**src/rtl/wdog_pkg.sv**
```systemverilog
package wdog_pkg;
  localparam int unsigned DATA_W = 8;
  localparam int unsigned ADDR_W = 2;
  localparam int unsigned PRE_W  = 3;

  localparam logic [ADDR_W-1:0] ADDR_CTRL  = 2'd0;
  localparam logic [ADDR_W-1:0] ADDR_LOAD  = 2'd1;
  localparam logic [ADDR_W-1:0] ADDR_KEY_A = 2'd2;
  localparam logic [ADDR_W-1:0] ADDR_KEY_B = 2'd3;

  localparam logic [DATA_W-1:0] KEY_A = 8'hA5;
  localparam logic [DATA_W-1:0] KEY_B = 8'h5A;

  typedef struct packed {
    logic reload;
    logic decrement;
  } cntStrobe_t;
endpackage

```
**src/rtl/wdog_ctrl.sv**
```systemverilog
module wdog_ctrl
  import wdog_pkg::*;
#(
  parameter int unsigned BASE_LOG2 = 5
) (
  input  logic              clk,
  input  logic              porN,
  input  logic              sysRst,
  input  logic              oscTick,
  input  logic              periphTick,
  input  logic              wrEn,
  input  logic [ADDR_W-1:0] wrAddr,
  input  logic [DATA_W-1:0] wrData,
  input  logic [ADDR_W-1:0] rdAddr,
  input  logic              flagIn,
  input  logic [DATA_W-1:0] countIn,
  output logic [DATA_W-1:0] rdData,
  output logic [DATA_W-1:0] loadOut,
  output cntStrobe_t        strobe
);
  localparam int unsigned PW = BASE_LOG2 + (1 << PRE_W) - 1;

  function automatic logic [PW-1:0] spanOf(input logic [PRE_W-1:0] sel);
    return (PW'(1) << (BASE_LOG2 + 32'(sel))) - PW'(1);
  endfunction

  logic [PRE_W-1:0]  preQ;
  logic              runQ;
  logic              clkSelQ;
  logic [DATA_W-1:0] loadQ;
  logic              armedQ;
  logic [PW-1:0]     prescQ;

  logic tickSel, ctrlWr, loadWr, keyAHit, feedOk, prescZero;

  always_comb begin
    tickSel   = clkSelQ ? oscTick : periphTick;
    ctrlWr    = wrEn && (wrAddr == ADDR_CTRL);
    loadWr    = wrEn && (wrAddr == ADDR_LOAD);
    keyAHit   = (wrAddr == ADDR_KEY_A) && (wrData == KEY_A);
    feedOk    = wrEn && armedQ && (wrAddr == ADDR_KEY_B) && (wrData == KEY_B);
    prescZero = (prescQ == '0);
    strobe.reload    = feedOk;
    strobe.decrement = runQ && tickSel && prescZero && !feedOk && !ctrlWr;
  end

  always_ff @(posedge clk or negedge porN) begin
    if (!porN) begin
      preQ    <= '1;
      runQ    <= 1'b1;
      clkSelQ <= 1'b1;
      loadQ   <= '1;
      armedQ  <= 1'b0;
      prescQ  <= spanOf('1);
    end else if (sysRst) begin
      preQ    <= '1;
      runQ    <= 1'b1;
      clkSelQ <= 1'b1;
      loadQ   <= '1;
      armedQ  <= 1'b0;
      prescQ  <= spanOf('1);
    end else begin
      if (ctrlWr) begin
        preQ    <= wrData[7:5];
        runQ    <= wrData[2];
        clkSelQ <= wrData[0];
      end
      if (loadWr) loadQ <= wrData;
      if (wrEn) armedQ <= keyAHit;
      if (feedOk)
        prescQ <= spanOf(preQ);
      else if (ctrlWr)
        prescQ <= spanOf(wrData[7:5]);
      else if (runQ && tickSel)
        prescQ <= prescZero ? spanOf(preQ) : prescQ - PW'(1);
    end
  end

  always_comb begin
    case (rdAddr)
      ADDR_CTRL: rdData = {preQ, 2'b00, runQ, flagIn, clkSelQ};
      ADDR_LOAD: rdData = loadQ;
      default:   rdData = countIn;
    endcase
  end

  assign loadOut = loadQ;

  // prescaler never exceeds the span of the current select
  p_presc_bound_r3: assert property (@(posedge clk) disable iff (!porN)
    prescQ <= spanOf(preQ));

  // a stopped watchdog never asks for a decrement
  p_stop_no_dec_r7: assert property (@(posedge clk) disable iff (!porN)
    !runQ |-> !strobe.decrement);

  // a completed feed consumes the armed key
  p_feed_disarms_r5: assert property (@(posedge clk) disable iff (!porN)
    strobe.reload |=> !armedQ);
endmodule

```
**src/rtl/wdog_count.sv**
```systemverilog
module wdog_count
  import wdog_pkg::*;
(
  input  logic              clk,
  input  logic              porN,
  input  logic              sysRst,
  input  cntStrobe_t        strobe,
  input  logic [DATA_W-1:0] loadIn,
  output logic [DATA_W-1:0] countOut,
  output logic              flagOut,
  output logic              rstReq
);
  logic [DATA_W-1:0] countQ;
  logic              flagQ;
  logic              reqQ;

  always_ff @(posedge clk or negedge porN) begin
    if (!porN) begin
      countQ <= '1;
      flagQ  <= 1'b0;
      reqQ   <= 1'b0;
    end else if (sysRst) begin
      countQ <= '1;
      reqQ   <= 1'b0;
    end else begin
      reqQ <= 1'b0;
      if (strobe.reload) begin
        countQ <= loadIn;
      end else if (strobe.decrement) begin
        if (countQ == '0) begin
          countQ <= loadIn;
          reqQ   <= 1'b1;
          flagQ  <= 1'b1;
        end else begin
          countQ <= countQ - 1'b1;
        end
      end
    end
  end

  assign countOut = countQ;
  assign flagOut  = flagQ;
  assign rstReq   = reqQ;

  // a feed loads the load register value
  p_reload_value_r5: assert property (@(posedge clk) disable iff (!porN)
    strobe.reload && !sysRst |=> countQ == $past(loadIn));

  // reset request lasts one cycle
  p_req_single_r3: assert property (@(posedge clk) disable iff (!porN)
    reqQ |=> !reqQ);

  // expiry leaves the counter at the load value
  p_wrap_reload_r4: assert property (@(posedge clk) disable iff (!porN)
    reqQ |-> countQ == $past(loadIn));

  // flag accompanies every request and never falls without power-on reset
  p_req_flag_r9: assert property (@(posedge clk) disable iff (!porN)
    reqQ |-> flagQ);
  p_flag_sticky_r9: assert property (@(posedge clk) disable iff (!porN)
    flagQ |=> flagQ);
endmodule

```
**src/rtl/wdog_prescaled.sv**
```systemverilog
module wdog_prescaled
  import wdog_pkg::*;
#(
  parameter int unsigned BASE_LOG2 = 5
) (
  input  logic              clk,
  input  logic              porN,
  input  logic              sysRst,
  input  logic              oscTick,
  input  logic              periphTick,
  input  logic              wrEn,
  input  logic [ADDR_W-1:0] wrAddr,
  input  logic [DATA_W-1:0] wrData,
  input  logic [ADDR_W-1:0] rdAddr,
  output logic [DATA_W-1:0] rdData,
  output logic              rstReq
);
  cntStrobe_t        strobe;
  logic [DATA_W-1:0] loadVal;
  logic [DATA_W-1:0] countVal;
  logic              flagVal;

  wdog_ctrl #(.BASE_LOG2(BASE_LOG2)) u_ctrl (
    .clk(clk), .porN(porN), .sysRst(sysRst),
    .oscTick(oscTick), .periphTick(periphTick),
    .wrEn(wrEn), .wrAddr(wrAddr), .wrData(wrData),
    .rdAddr(rdAddr), .flagIn(flagVal), .countIn(countVal),
    .rdData(rdData), .loadOut(loadVal), .strobe(strobe)
  );

  wdog_count u_count (
    .clk(clk), .porN(porN), .sysRst(sysRst),
    .strobe(strobe), .loadIn(loadVal),
    .countOut(countVal), .flagOut(flagVal), .rstReq(rstReq)
  );
endmodule

```
**config.mk**
```make
export PLATFORM = sky130hd
export DESIGN_NAME = wdog_prescaled
export DESIGN_NICKNAME = d
export VERILOG_FILES = /design/src/rtl/wdog_pkg.sv /design/src/rtl/wdog_ctrl.sv /design/src/rtl/wdog_count.sv /design/src/rtl/wdog_prescaled.sv
export SDC_FILE = /design/constraint.sdc
export NUM_CORES = 1
export LEC_CHECK = 0
export ABC_AREA = 1
export BUFFER_PORTS_ARGS = -buffer_cell sky130_fd_sc_hd__buf_2
export CORE_ASPECT_RATIO = 0.6
export CORE_MARGIN = 2
export CORE_UTILIZATION = 54
export DETAILED_ROUTE_END_ITERATION = 8
export PLACE_DENSITY = 0.77
export SYNTH_ARGS = -nofsm -noshare
export SYNTH_HDL_FRONTEND = slang
export SYNTH_SLANG_ARGS = --single-unit
```
**constraint.sdc**
```tcl
create_clock -name clk -period 1.4 [get_ports clk]
set_input_delay 0.21 -clock clk [delete_from_list [all_inputs] [get_ports clk]]
set_output_delay 0.21 -clock clk [all_outputs]
set_load 0.02 [all_outputs]
```
==> results.md, run 1 <==
Place
• **pre-CTS setup slack** -0.2585 ns
• **DP Cell Count** 551
• **sum of net half-perimeters after detailed placement** 6856 um
• **routability-driven placement congestion ratio** 1.038
• **area after detailed placement** 3402 um2
• **number of I/O port buffers** 26

STA
• **Final Cycle Share** 120.8%
• **endpoints failing setup** 30
• **largest clock skew in the final design** 0.01338 ns
• **aggregate negative setup slack** -5.190 ns
• **Max Slew Vio Count** 0
• **shortest clock period the worst path allows after layout** 1.692 ns
• **FMAX** 591.1 MHz
• **final hold viol count** 0
• **Setup WS post-layout** -0.2918 ns
• **RSZ-0062 raised after global routing** true

Finish
• **count of filler cells inserted in the layout** 293
• **share of layout cells above drive strength 1** 45.91%
• **commonest non-fill, non-tap cell in the layout** nand2_1
• **synth-to-layout area growth** 46.54%
• **n_diodes** 0
• **number of nets in the final layout** 538
• **non-filler cells, final** 577
• **Final Instance Area** 3979 um2
• **commonest cells after routing, fill and taps aside** nand2_1 (90), buf_4 (80), nor2_1 (46)

Clock network
• **Clock Pin Slew Worst Setup and Hold Paths** 0.08 ns
• **Skew-Pair Late Insertion Delay** 0.30 ns
• **maximum clock insertion buffer count** 2
• **clock tree root buffer cell** clkbuf_8
• **Inserted Clock Buffers** 5
• **clk sinks** 36
• **clock tree from TritonCTS** yes
• **count of H-tree levels built during CTS** 2

Outcome
• **run status** finished, violations left
• **violated checks** setup timing

Detailed routing
• **total length of routed wires** 10,230 um
• **Detailed Routing Iterations Pass 1** 6
• **DR DRC count** 0
• **vias** 3,362
• **Routed wire per std cell** 17.73 um
• **DRT antenna net count** 0
• **ratio of routed vias to standard cells** 5.827
• **count of routing violations after the opening detailed-route iteration** 585

Critical path
• **CP arrival** 1.91 ns
• **reg-to-reg endpoint** u_ctrl.prescQ[2]$_DFFE_PN1P_
• **Worst Path Required** 1.62 ns
• **worst setup path category** flip-flop to flip-flop
• **launch point of the worst reg-to-reg path** u_ctrl.prescQ[0]$_DFFE_PN1P_
• **Setup crit start kind** flip-flop
• **logic depth of the worst register-to-register path** 9
• **launching element of the worst setup path** u_ctrl.prescQ[0]$_DFFE_PN1P_
• **sort of element at the end of the critical path** flip-flop
• **crit-path max FO** 4
• **Register-to-Register Setup Slack** -0.29 ns

Die
• **overall die height** 58.93 um
• **Core Region** 4707 um2
• **FP Rows** 19
• **overall die width** 95.54 um
• **effective utilization at floorplan** 57.68%
• **die footprint** 5630 um2
• **number of primary I/O pins** 27

Synth
• **register bit count reported by yosys** 36
• **number of standard cells after synthesis** 399
• **post-synthesis sequential area ratio** 34.70%
• **number of distinct library cells after synthesis** 40
• **synthesized area per cell** 6.805 um2
• **yosys warns** 0
• **Netlist Area Pre-Place** 2715 um2

GRT
• **Remaining Overflow, GRT** 0
• **GRT Util Overall** 36.22%
• **antenna violations before repair** 0
• **largest net degree at the start of global routing** 37
• **via count of the first global-routing pass** 3,008
• **wire length of the first global-routing pass** 15,040 um

Min path
• **type of the worst min-delay path** input pin to flip-flop
• **launch instance of the worst min-delay path** wrData[2]
• **number of cells traversed by the worst hold path** 3
• **worst hold path endpoint** u_ctrl.loadOut[2]$_DFFE_PN1P_

Pwr
• **maximum resistive drop on vdd** 0.0006013 V
• **power density of the placed cells** 811.0 nW/um2
• **leak pwr** 2.029 nW

Run
• **max cap viols** 0

flip-flops by register name, indices dropped and copies added, names as in the netlist:
| register | cells |
|---|---|
| u_ctrl.runQ | 1 |
| u_count.rstReq | 1 |
| u_ctrl.preQ | 3 |
| u_ctrl.clkSelQ | 1 |
| u_count.countOut | 8 |
| u_count.flagOut | 1 |
| u_ctrl.prescQ | 12 |
| u_ctrl.loadOut | 8 |
| u_ctrl.armedQ | 1 |
area by class of cell:
type | instances | area, um2 | area share, %
Tap cell | 63 | 78.83 | 1.981
Clock inverter | 1 | 5.005 | 0.1258
Timing Repair Buffer | 112 | 855.8 | 21.51
Multi-Input combinational cell | 304 | 1805 | 45.38
Sequential cell | 36 | 942.2 | 23.68
Inverter | 55 | 219.0 | 5.503
Clock buffer | 6 | 72.57 | 1.824
where the power goes:
part           switching, W  internal, W
combinational      0.000662     0.000517
sequential        0.0000967      0.00121
clock              0.000404     0.000339
total               0.00116      0.00206
synth_stat cells (all sizes together):
cell type	number	area, um2
a21oi	19	95.09
a22oi	4	30.03
a31oi	2	12.51
buf	6	51.30
clkbuf	2	17.51
clkinv	2	8.750
conb	1	3.750
dfrtp	3	75.07
dfstp	33	867.1
ha	6	75.07
inv	53	201.5
nand2	116	452.9
nand3	29	175.2
nand3b	2	15.01
nor2	55	219.0
nor3	6	46.30
nor4	2	12.51
o211ai	6	45.04
o21ai	35	175.2
o21bai	1	7.510
o221ai	2	17.52
o22ai	2	12.51
o31ai	1	7.510
or2	2	12.51
xnor2	2	17.52
xor2	7	61.31
critical path: stages (launching register included):
cell	delay [ns]
dfstp_2	0.57
inv_4	0.05
buf_4	0.13
ha_4	0.18
buf_6	0.13
xor2_2	0.12
nand2_1	0.08
o21ai_1	0.12
nand2_1	0.09
a21oi_2	0.14
cell families (layout without fill, tap and decap cells):
| family | after synthesis | count (layout) | synth area share, % |
|---|---|---|---|
| buf+inv | 63 | 174 | 10.28 |
| other cells | 1 | 4 | 0.1381 |
| xor+xnor | 9 | 9 | 2.903 |
| compound gates | 72 | 72 | 14.84 |
| fa+ha+maj | 6 | 6 | 2.765 |
| flops | 36 | 36 | 34.70 |
| simple gates | 212 | 213 | 34.38 |
layer usage:
metal | GRT usage, % | wire length (um) | share of wire [%]
met1 | 53.73 | 4405 | 43
met4 | 7.959 | 252 | 2.5
met5 | 0 | 0 | 0
met3 | 11.27 | 1350 | 13
met2 | 51.85 | 4224 | 41
through the flow:
step                      utilization [%]  total power, W  hold WS [ns]
after global routing                84.53        0.003345        0.1946
after global placement              72.28        0.002135        0.2777
after CTS                           80.14        0.003037        0.1698
after detailed placement            72.28        0.002155        0.2779
final                               84.53        0.003227        0.1708
after floorplan                         -        0.001751      -0.08559
worst max-delay path by stage:
stage | end | slack [ns] | cells after the start
after floorplan | u_ctrl.prescQ[9]$_DFFE_PN1P_ | -0.07 | 10
after global placement | u_ctrl.prescQ[3]$_DFFE_PN1P_ | -0.23 | 9
after detailed placement | u_ctrl.prescQ[3]$_DFFE_PN1P_ | -0.26 | 9
after CTS | u_ctrl.prescQ[8]$_DFFE_PN1P_ | -0.17 | 12
after global routing | u_ctrl.prescQ[2]$_DFFE_PN1P_ | -0.33 | 9
final | u_ctrl.prescQ[2]$_DFFE_PN1P_ | -0.29 | 9
what timing repair did:
| item | in CTS | in global routing |
|---|---|---|
| resized for setup | 60 | 45 |
| setup buffers | 11 | 6 |
| endpoints found under the setup margin | 30 | 30 |
| hold buffers | 1 | 0 |
| pin swaps | 14 | 23 |
| cloned | 1 | 0 |
| endpoints found under the hold margin | 3 | 0 |
Note: power is estimated with default switching activity, not from simulation.
==> run 2, diff against run 1 <==
Settings changed: CORE_UTILIZATION 54 to 45, PLACE_DENSITY 0.77 to unset.
Clock period 1.4 ns to 2 ns, I/O delays scaled along.
==> run 2 against run 1 <==
The run now ends clean. Sequential share of layout area rose by 7.2 points. Maximum frequency decreased by 7.4%. Via count decreased by 19%. Largest power group unchanged.
==> results.md, run 2 (synthesis gave the netlist of run 1 again) <==
Outcome
• **run status** finished, final reports clean

Run
• **max cap viols** 0, unchanged

Critical path
• **Setup crit start kind** flip-flop
• **launch point of the worst reg-to-reg path** u_ctrl.prescQ[0]$_DFFE_PN1P_
• **reg-to-reg endpoint** u_ctrl.prescQ[10]$_DFFE_PN1P_
• **capturing element of the worst setup path** u_ctrl.prescQ[10]$_DFFE_PN1P_
• **logic depth of the worst register-to-register path** 10, +1
• **Worst Path Required** 2.21 ns, +0.59 ns
• **Register-to-Register Setup Slack** 0.17 ns, +0.46 ns
• **CP arrival** 2.04 ns, +0.13 ns
• **crit-path max FO** 16, +12
• **sort of element at the end of the critical path** flip-flop
• **launching element of the worst setup path** u_ctrl.prescQ[0]$_DFFE_PN1P_
• **worst setup path category** flip-flop to flip-flop

Detailed routing
• **DRT antenna net count** 0, unchanged
• **ratio of routed vias to standard cells** 5.309, -8.9%
• **DR DRC count** 0, unchanged
• **Detailed Routing Iterations Pass 1** 5, -1
• **Routed wire per std cell** 14.86 um, -16%
• **total length of routed wires** 7652 um, -25%
• **count of routing violations after the opening detailed-route iteration** 264, -55%
• **vias** 2,734, -19%

Finish
• **Post-Route Utilization** 53.52%, -31 points
• **synth-to-layout area growth** 12.40%
• **non-filler cells, final** 515, -11%
• **area occupied by registers** 942.2 um2, unchanged
• **number of nets in the final layout** 458, -15%
• **commonest cells after routing, fill and taps aside** nand2_1 (113), inv_1 (52), nor2_1 (52)
• **largest register by flop count** u_ctrl.prescQ
• **total area of multi-input combinational cells** 1505 um2, -17%
• **max reg flops** 12, unchanged
• **share of layout cells above drive strength 1** 20.46%, -25 points
• **commonest non-fill, non-tap cell in the layout** nand2_1
• **count of filler cells inserted in the layout** 595, +100%
• **n_diodes** 0, unchanged

Clock network
• **Clock Pin Slew Worst Setup and Hold Paths** 0.08 ns, about the same
• **Post-CTS Setup Repair Bufs** 0, -11
• **clock tree from TritonCTS** yes
• **maximum clock insertion buffer count** 2, unchanged
• **Skew-Pair Late Insertion Delay** 0.29 ns, about the same
• **number of resized instances in the post-cts repair step** 0, -100%
• **clock tree root buffer cell** clkbuf_8
• **count of H-tree levels built during CTS** 2, unchanged
• **clk sinks** 36, unchanged
• **Inserted Clock Buffers** 5, unchanged
• **number of buffers inserted by hold repair at cts** 0, -1

Die
• **Core Region** 5702 um2, +21%
• **die footprint** 6691 um2, +19%
• **overall die width** 104.3 um, +9.1%
• **overall die height** 64.17 um, +8.9%
• **number of primary I/O pins** 27, unchanged
• **FP Rows** 21, +2
• **effective utilization at floorplan** 47.62%, -10 points

STA
• **aggregate negative setup slack** 0 ns, +5.190 ns
• **RSZ-0062 raised after global routing** false
• **endpoints failing setup** 0, -100%
• **pin slew with the least headroom to its limit** 0.6072 ns
• **Fin Hold WS** 0.006774 ns, -0.1640 ns
• **largest clock skew in the final design** 0.008460 ns, -0.004915 ns
• **Max Slew Vio Count** 0, unchanged
• **final hold viol count** 0, unchanged
• **Max-slew headroom** 59.52%
• **Final Cycle Share** 91.36%, -29 points
• **FMAX** 547.3 MHz, -7.4%
• **shortest clock period the worst path allows after layout** 1.827 ns, +0.1354 ns

Pwr
• **leak pwr** 1.576 nW, -22%
• **power density of the placed cells** 669.0 nW/um2, -18%
• **maximum resistive drop on vdd** 0.0002957 V, -51%

GRT
• **antenna violations before repair** 0, unchanged
• **wire length of the first global-routing pass** 12,670 um, -16%
• **Remaining Overflow, GRT** 0, unchanged
• **largest net degree at the start of global routing** 27, -27%
• **GRT Util Overall** 24.31%, -12 points
• **via count of the first global-routing pass** 2,426, -19%

Place
• **routability-driven placement congestion ratio** 0.9232, -11%
• **sum of net half-perimeters after detailed placement** 6092 um, -11%
• **DP Cell Count** 507, -8.0%
• **number of I/O port buffers** 26, unchanged

Min path
• **type of the worst min-delay path** input pin to asynchronous set/reset pin

## run 2: changes by cell type in the layout (fill, tap and decap cells not counted), moves of 8 or more
cell | previous run | this run
buf_2 | 18 | 26
buf_4 | 80 | 7
inv_1 | 43 | 52
buf_6 | 12 | 0
nand2_2 | 18 | 1
nand2_1 | 90 | 113
a21oi_2 | 12 | 0
a21oi_1 | 7 | 19
o21ai_0 | 25 | 33
## run 2: cell type report
type / count / area share (%)
timing repair buffer: 33 / 5.986
inverter: 55 / 6.888
clock inverter: 3 / 1.394
multi-input combinational: 303 / 49.32
tap: 80 / 3.280
clock buffer: 5 / 2.255
sequential: 36 / 30.87
## run 2: how the worst min path moves through the flow
stage          cells past startpoint  slack (ns)  from                          end
2_1_floorplan                      0       0.004  porN  u_count.flagOut$_DFFE_PN0P_
3_3_place_gp                       1        0.34  porN    u_ctrl.armedQ$_DFFE_PN0P_
3_5_place_dp                       1        0.35  porN    u_ctrl.armedQ$_DFFE_PN0P_
4_1_cts                            1        0.02  porN    u_ctrl.armedQ$_DFFE_PN0P_
5_1_grt                            1        0.03  porN    u_ctrl.armedQ$_DFFE_PN0P_
6_report                           1       0.007  porN    u_ctrl.armedQ$_DFFE_PN0P_
## run 2: layer usage
metal / global-route usage, % / share of wire, % / vias to the layer above
li1: - / - / 1345
met1: 40.58 / 55 / 1273
met2: 31.05 / 36 / 112
met3: 4.592 / 8.5 / 4
met4: 4.561 / 0.47 / 0
met5: 0 / 0 / -
## run 2: report_power, final
part           leakage (nW)  internal, W  switching [W]
Sequential            0.384     0.000847      0.0000903
Combinational          1.14     0.000161       0.000293
Clock                0.0541     0.000369       0.000280
## run 2: critical path, stage by stage, from the launching register on
cell	delay (ns)
dfstp_2	0.39
inv_1	0.13
ha_1	0.17
nand2_1	0.06
nor2_2	0.20
nand2_4	0.17
clkinv_2	0.14
nand2_1	0.08
o21ai_0	0.16
nand2_1	0.08
a21oi_1	0.18
## run 2: per-stage QoR
stage          total power, W  worst slack [ns]  instance area [um2]
2_1_floorplan        0.001215            0.4812                 2726
3_3_place_gp         0.001388            0.2277                 2940
5_1_grt              0.002163           0.04972                 3052
4_1_cts              0.002046            0.2262                 3052
3_5_place_dp         0.001392            0.2461                 2940
6_report             0.002041            0.1728                 3052
==> run 3, diff against run 2 <==
Settings changed: CTS_BUF_LIST set to sky130_fd_sc_hd__clkbuf_4 sky130_fd_sc_hd__clkbuf_8.
Clock period 2 ns to 2.2 ns, I/O delays scaled along.
==> run 3 against run 2 <==
Power decreased by 8.8%. Clock skew increased by 0.0066 ns. Maximum frequency decreased by 1.9%. Sequential cell count did not move. Register-to-register slack better by 0.16 ns. Non-clock buffer count fell by 4. Worst setup slack gained 0.16 ns. Combinational power is 11% lower. Die area is the same. Clock-buffer cell count up 1. Critical endpoint is now u_ctrl.prescQ[4]$_DFFE_PN1P_.
==> results.md, run 3 (synthesis gave the netlist of run 1 again) <==
Place
• **sum of net half-perimeters after detailed placement** 5927 um, -2.7%
• **routability-driven placement congestion ratio** 0.9141, -0.99%
• **area after detailed placement** 2910 um2, -1.0%
• **number of I/O port buffers** 26, unchanged

Finish
• **Final Instance Area** 3022 um2, -0.98%
• **commonest non-fill, non-tap cell in the layout** nand2_1
• **area occupied by registers** 942.2 um2, unchanged
• **share of layout cells above drive strength 1** 19.72%, -0.74 points
• **synth-to-layout area growth** 11.29%
• **max reg flops** 12, unchanged
• **number of nets in the final layout** 454, -0.87%
• **total area of multi-input combinational cells** 1505 um2, unchanged
• **n_diodes** 0, unchanged
• **commonest cells after routing, fill and taps aside** nand2_1 (113), inv_1 (52), nor2_1 (52)
• **count of filler cells inserted in the layout** 582, -2.2%
• **largest register by flop count** u_ctrl.prescQ

STA
• **endpoints failing setup** 0, unchanged
• **Max-slew headroom** 46.16%, -13 points
• **aggregate negative setup slack** 0 ns, unchanged
• **Max Slew Vio Count** 0, unchanged
• **shortest clock period the worst path allows after layout** 1.863 ns, +0.03555 ns
• **final hold viol count** 0, unchanged
• **largest clock skew in the final design** 0.01510 ns, +0.006636 ns
• **RSZ-0062 raised after global routing** false
• **Fin Hold WS** 0.1218 ns, +0.1150 ns
• **pin slew with the least headroom to its limit** 0.8076 ns, +0.2003 ns
• **Final Cycle Share** 84.67%, -6.7 points
• **FMAX** 536.8 MHz, -1.9%

Critical path
• **delay of the slowest cell on the worst path** 0.54 ns, +0.15 ns
• **sequence of cells on the critical path** inv_1 > or2_2 > nand3_4 > nand3_2 > nand2_1 > nor2_1 > a21oi_1
• **buffers plus inverters on the worst setup path** 1, -1
• **Slowest cell on crit path** dfstp_2
• **Setup crit start kind** flip-flop
• **logic depth of the worst register-to-register path** 7, -3
• **launch point of the worst reg-to-reg path** u_ctrl.clkSelQ$_DFFE_PN1P_
• **sort of element at the end of the critical path** flip-flop
• **CP arrival** 2.09 ns, +0.05 ns
• **crit-path max FO** 14, -2
• **Register-to-Register Setup Slack** 0.34 ns, +0.16 ns
• **reg-to-reg endpoint** u_ctrl.prescQ[4]$_DFFE_PN1P_
• **Worst Path Required** 2.43 ns, +0.22 ns
• **gate family responsible for the most delay along the worst path** simple AND/OR/NAND/NOR gates
• **worst setup path category** flip-flop to flip-flop

Die
• **overall die width** 104.3 um, unchanged
• **number of primary I/O pins** 27, unchanged
• **effective utilization at floorplan** 47.62%, unchanged
• **FP Rows** 21, unchanged
• **overall die height** 64.17 um, unchanged
• **die footprint** 6691 um2, unchanged
• **Core Region** 5702 um2, unchanged

GRT
• **via count of the first global-routing pass** 2,548, +5.0%
• **wire length of the first global-routing pass** 13,040 um, +2.9%
• **antenna violations before repair** 0, unchanged
• **largest net degree at the start of global routing** 37, +37%
• **Remaining Overflow, GRT** 0, unchanged
• **GRT Util Overall** 25.01%, +0.70 points

Detailed routing
• **vias** 2,700, -1.2%
• **total length of routed wires** 7592 um, -0.78%
• **DR DRC count** 0, unchanged
• **count of routing violations after the opening detailed-route iteration** 349, +32%
• **ratio of routed vias to standard cells** 5.284, -0.47%
• **Routed wire per std cell** 14.86 um, about the same
• **DRT antenna net count** 0, unchanged
• **Detailed Routing Iterations Pass 1** 5, unchanged

Pwr
• **leak pwr** 1.561 nW, -0.89%
• **clock share of power** 32.5%, +0.7 points
• **maximum resistive drop on vdd** 0.0003449 V, +17%
• **power density of the placed cells** 616.4 nW/um2, -7.9%
• **part of the power in combinational logic** 21.8%, -0.5 points
• **Sw Ratio** 32.35%, -0.17 points
• **share of total power in sequential cells** 45.7%, -0.2 points
• **internal power component** 0.001260 W, -8.5%
• **P_sw** 0.0006025 W, -9.2%

Clock network
• **Inserted Clock Buffers** 5, unchanged
• **Skew-Pair Late Insertion Delay** 0.29 ns, about the same
• **number of resized instances in the post-cts repair step** 0, unchanged
• **Post-CTS Setup Repair Bufs** 0, unchanged
• **clock tree from TritonCTS** yes
• **number of buffers inserted by hold repair at cts** 0, unchanged
• **Clock Pin Slew Worst Setup and Hold Paths** 0.08 ns, about the same
• **clk sinks** 36, unchanged
• **count of H-tree levels built during CTS** 2, unchanged
• **clock tree root buffer cell** clkbuf_8
• **maximum clock insertion buffer count** 2, unchanged

Outcome
• **run status** finished, final reports clean

Run
• **max cap viols** 0, unchanged

Min path
• **type of the worst min-delay path** input pin to asynchronous set/reset pin

run 3: cell types whose count changed in the layout (fill, tap and decap cells not counted), sizes merged:
cell and change:
buf -4, clkbuf +1, clkinvlp -1
run 3: layout make-up:
type | instances | share of cell area (%)
repair buffers | 29 | 5.052
clock buffers | 6 | 2.526
clock inverters | 2 | 1.159
flip-flops and latches | 36 | 31.18
well taps | 80 | 3.313
multi-input cells | 303 | 49.81
inverters | 55 | 6.957
run 3: stage by stage:
stage / cells / worst slack [ns] / power [W] / utilization (%)
after global placement: 503 / 0.4224 / 0.001252 / 51.04
after global routing: 511 / 0.1858 / 0.001973 / 53.00
after CTS: 511 / 0.3495 / 0.001860 / 53.00
final: 511 / 0.3373 / 0.001863 / 53.00
after floorplan: 402 / 0.6812 / 0.001105 / -
after detailed placement: 503 / 0.3679 / 0.001256 / 51.04
run 3: worst max path at each step:
stage,start,to,slack [ns],depth (start not counted)
finish,u_ctrl.clkSelQ$_DFFE_PN1P_,u_ctrl.prescQ[4]$_DFFE_PN1P_,0.34,7
global route,u_ctrl.clkSelQ$_DFFE_PN1P_,u_ctrl.prescQ[9]$_DFFE_PN1P_,0.19,7
CTS,u_ctrl.clkSelQ$_DFFE_PN1P_,u_ctrl.prescQ[4]$_DFFE_PN1P_,0.35,7
detailed placement,u_ctrl.clkSelQ$_DFFE_PN1P_,u_ctrl.prescQ[4]$_DFFE_PN1P_,0.37,7
global placement,wrAddr[0],u_ctrl.prescQ[7]$_DFFE_PN1P_,0.42,9
floorplan,u_ctrl.prescQ[0]$_DFFE_PN1P_,u_ctrl.prescQ[9]$_DFFE_PN1P_,0.68,10
run 3: per-layer routing:
| layer | up-vias | wire length [um] | GRT usage (%) |
|---|---|---|---|
| met5 | - | 0 | 0 |
| met4 | 0 | 40 | 4.392 |
| met3 | 5 | 740 | 5.612 |
| met2 | 109 | 2777 | 32.35 |
| met1 | 1240 | 4034 | 40.95 |
| li1 | 1346 | - | - |
run 3: power by group through the flow:
| stage | Combinational (W) | Clock, W | Sequential [W] |
|---|---|---|---|
| global placement | 0.000395 | 0 | 0.000857 |
| finish | 0.000406 | 0.000606 | 0.000850 |
| floorplan | 0.000282 | 0 | 0.000823 |
| global route | 0.000465 | 0.000647 | 0.000860 |
| CTS | 0.000401 | 0.000613 | 0.000846 |
| detailed placement | 0.000399 | 0 | 0.000857 |
run 3: worst reg2reg max path, delay by kind of cell, from the launching register on:
family / cells / cell delay [ns]
AOI/OAI and AO/OA: 1 / 0.15
buffers and inverters: 1 / 0.05
DFF: 1 / 0.54
and+or+nand+nor: 5 / 1.05
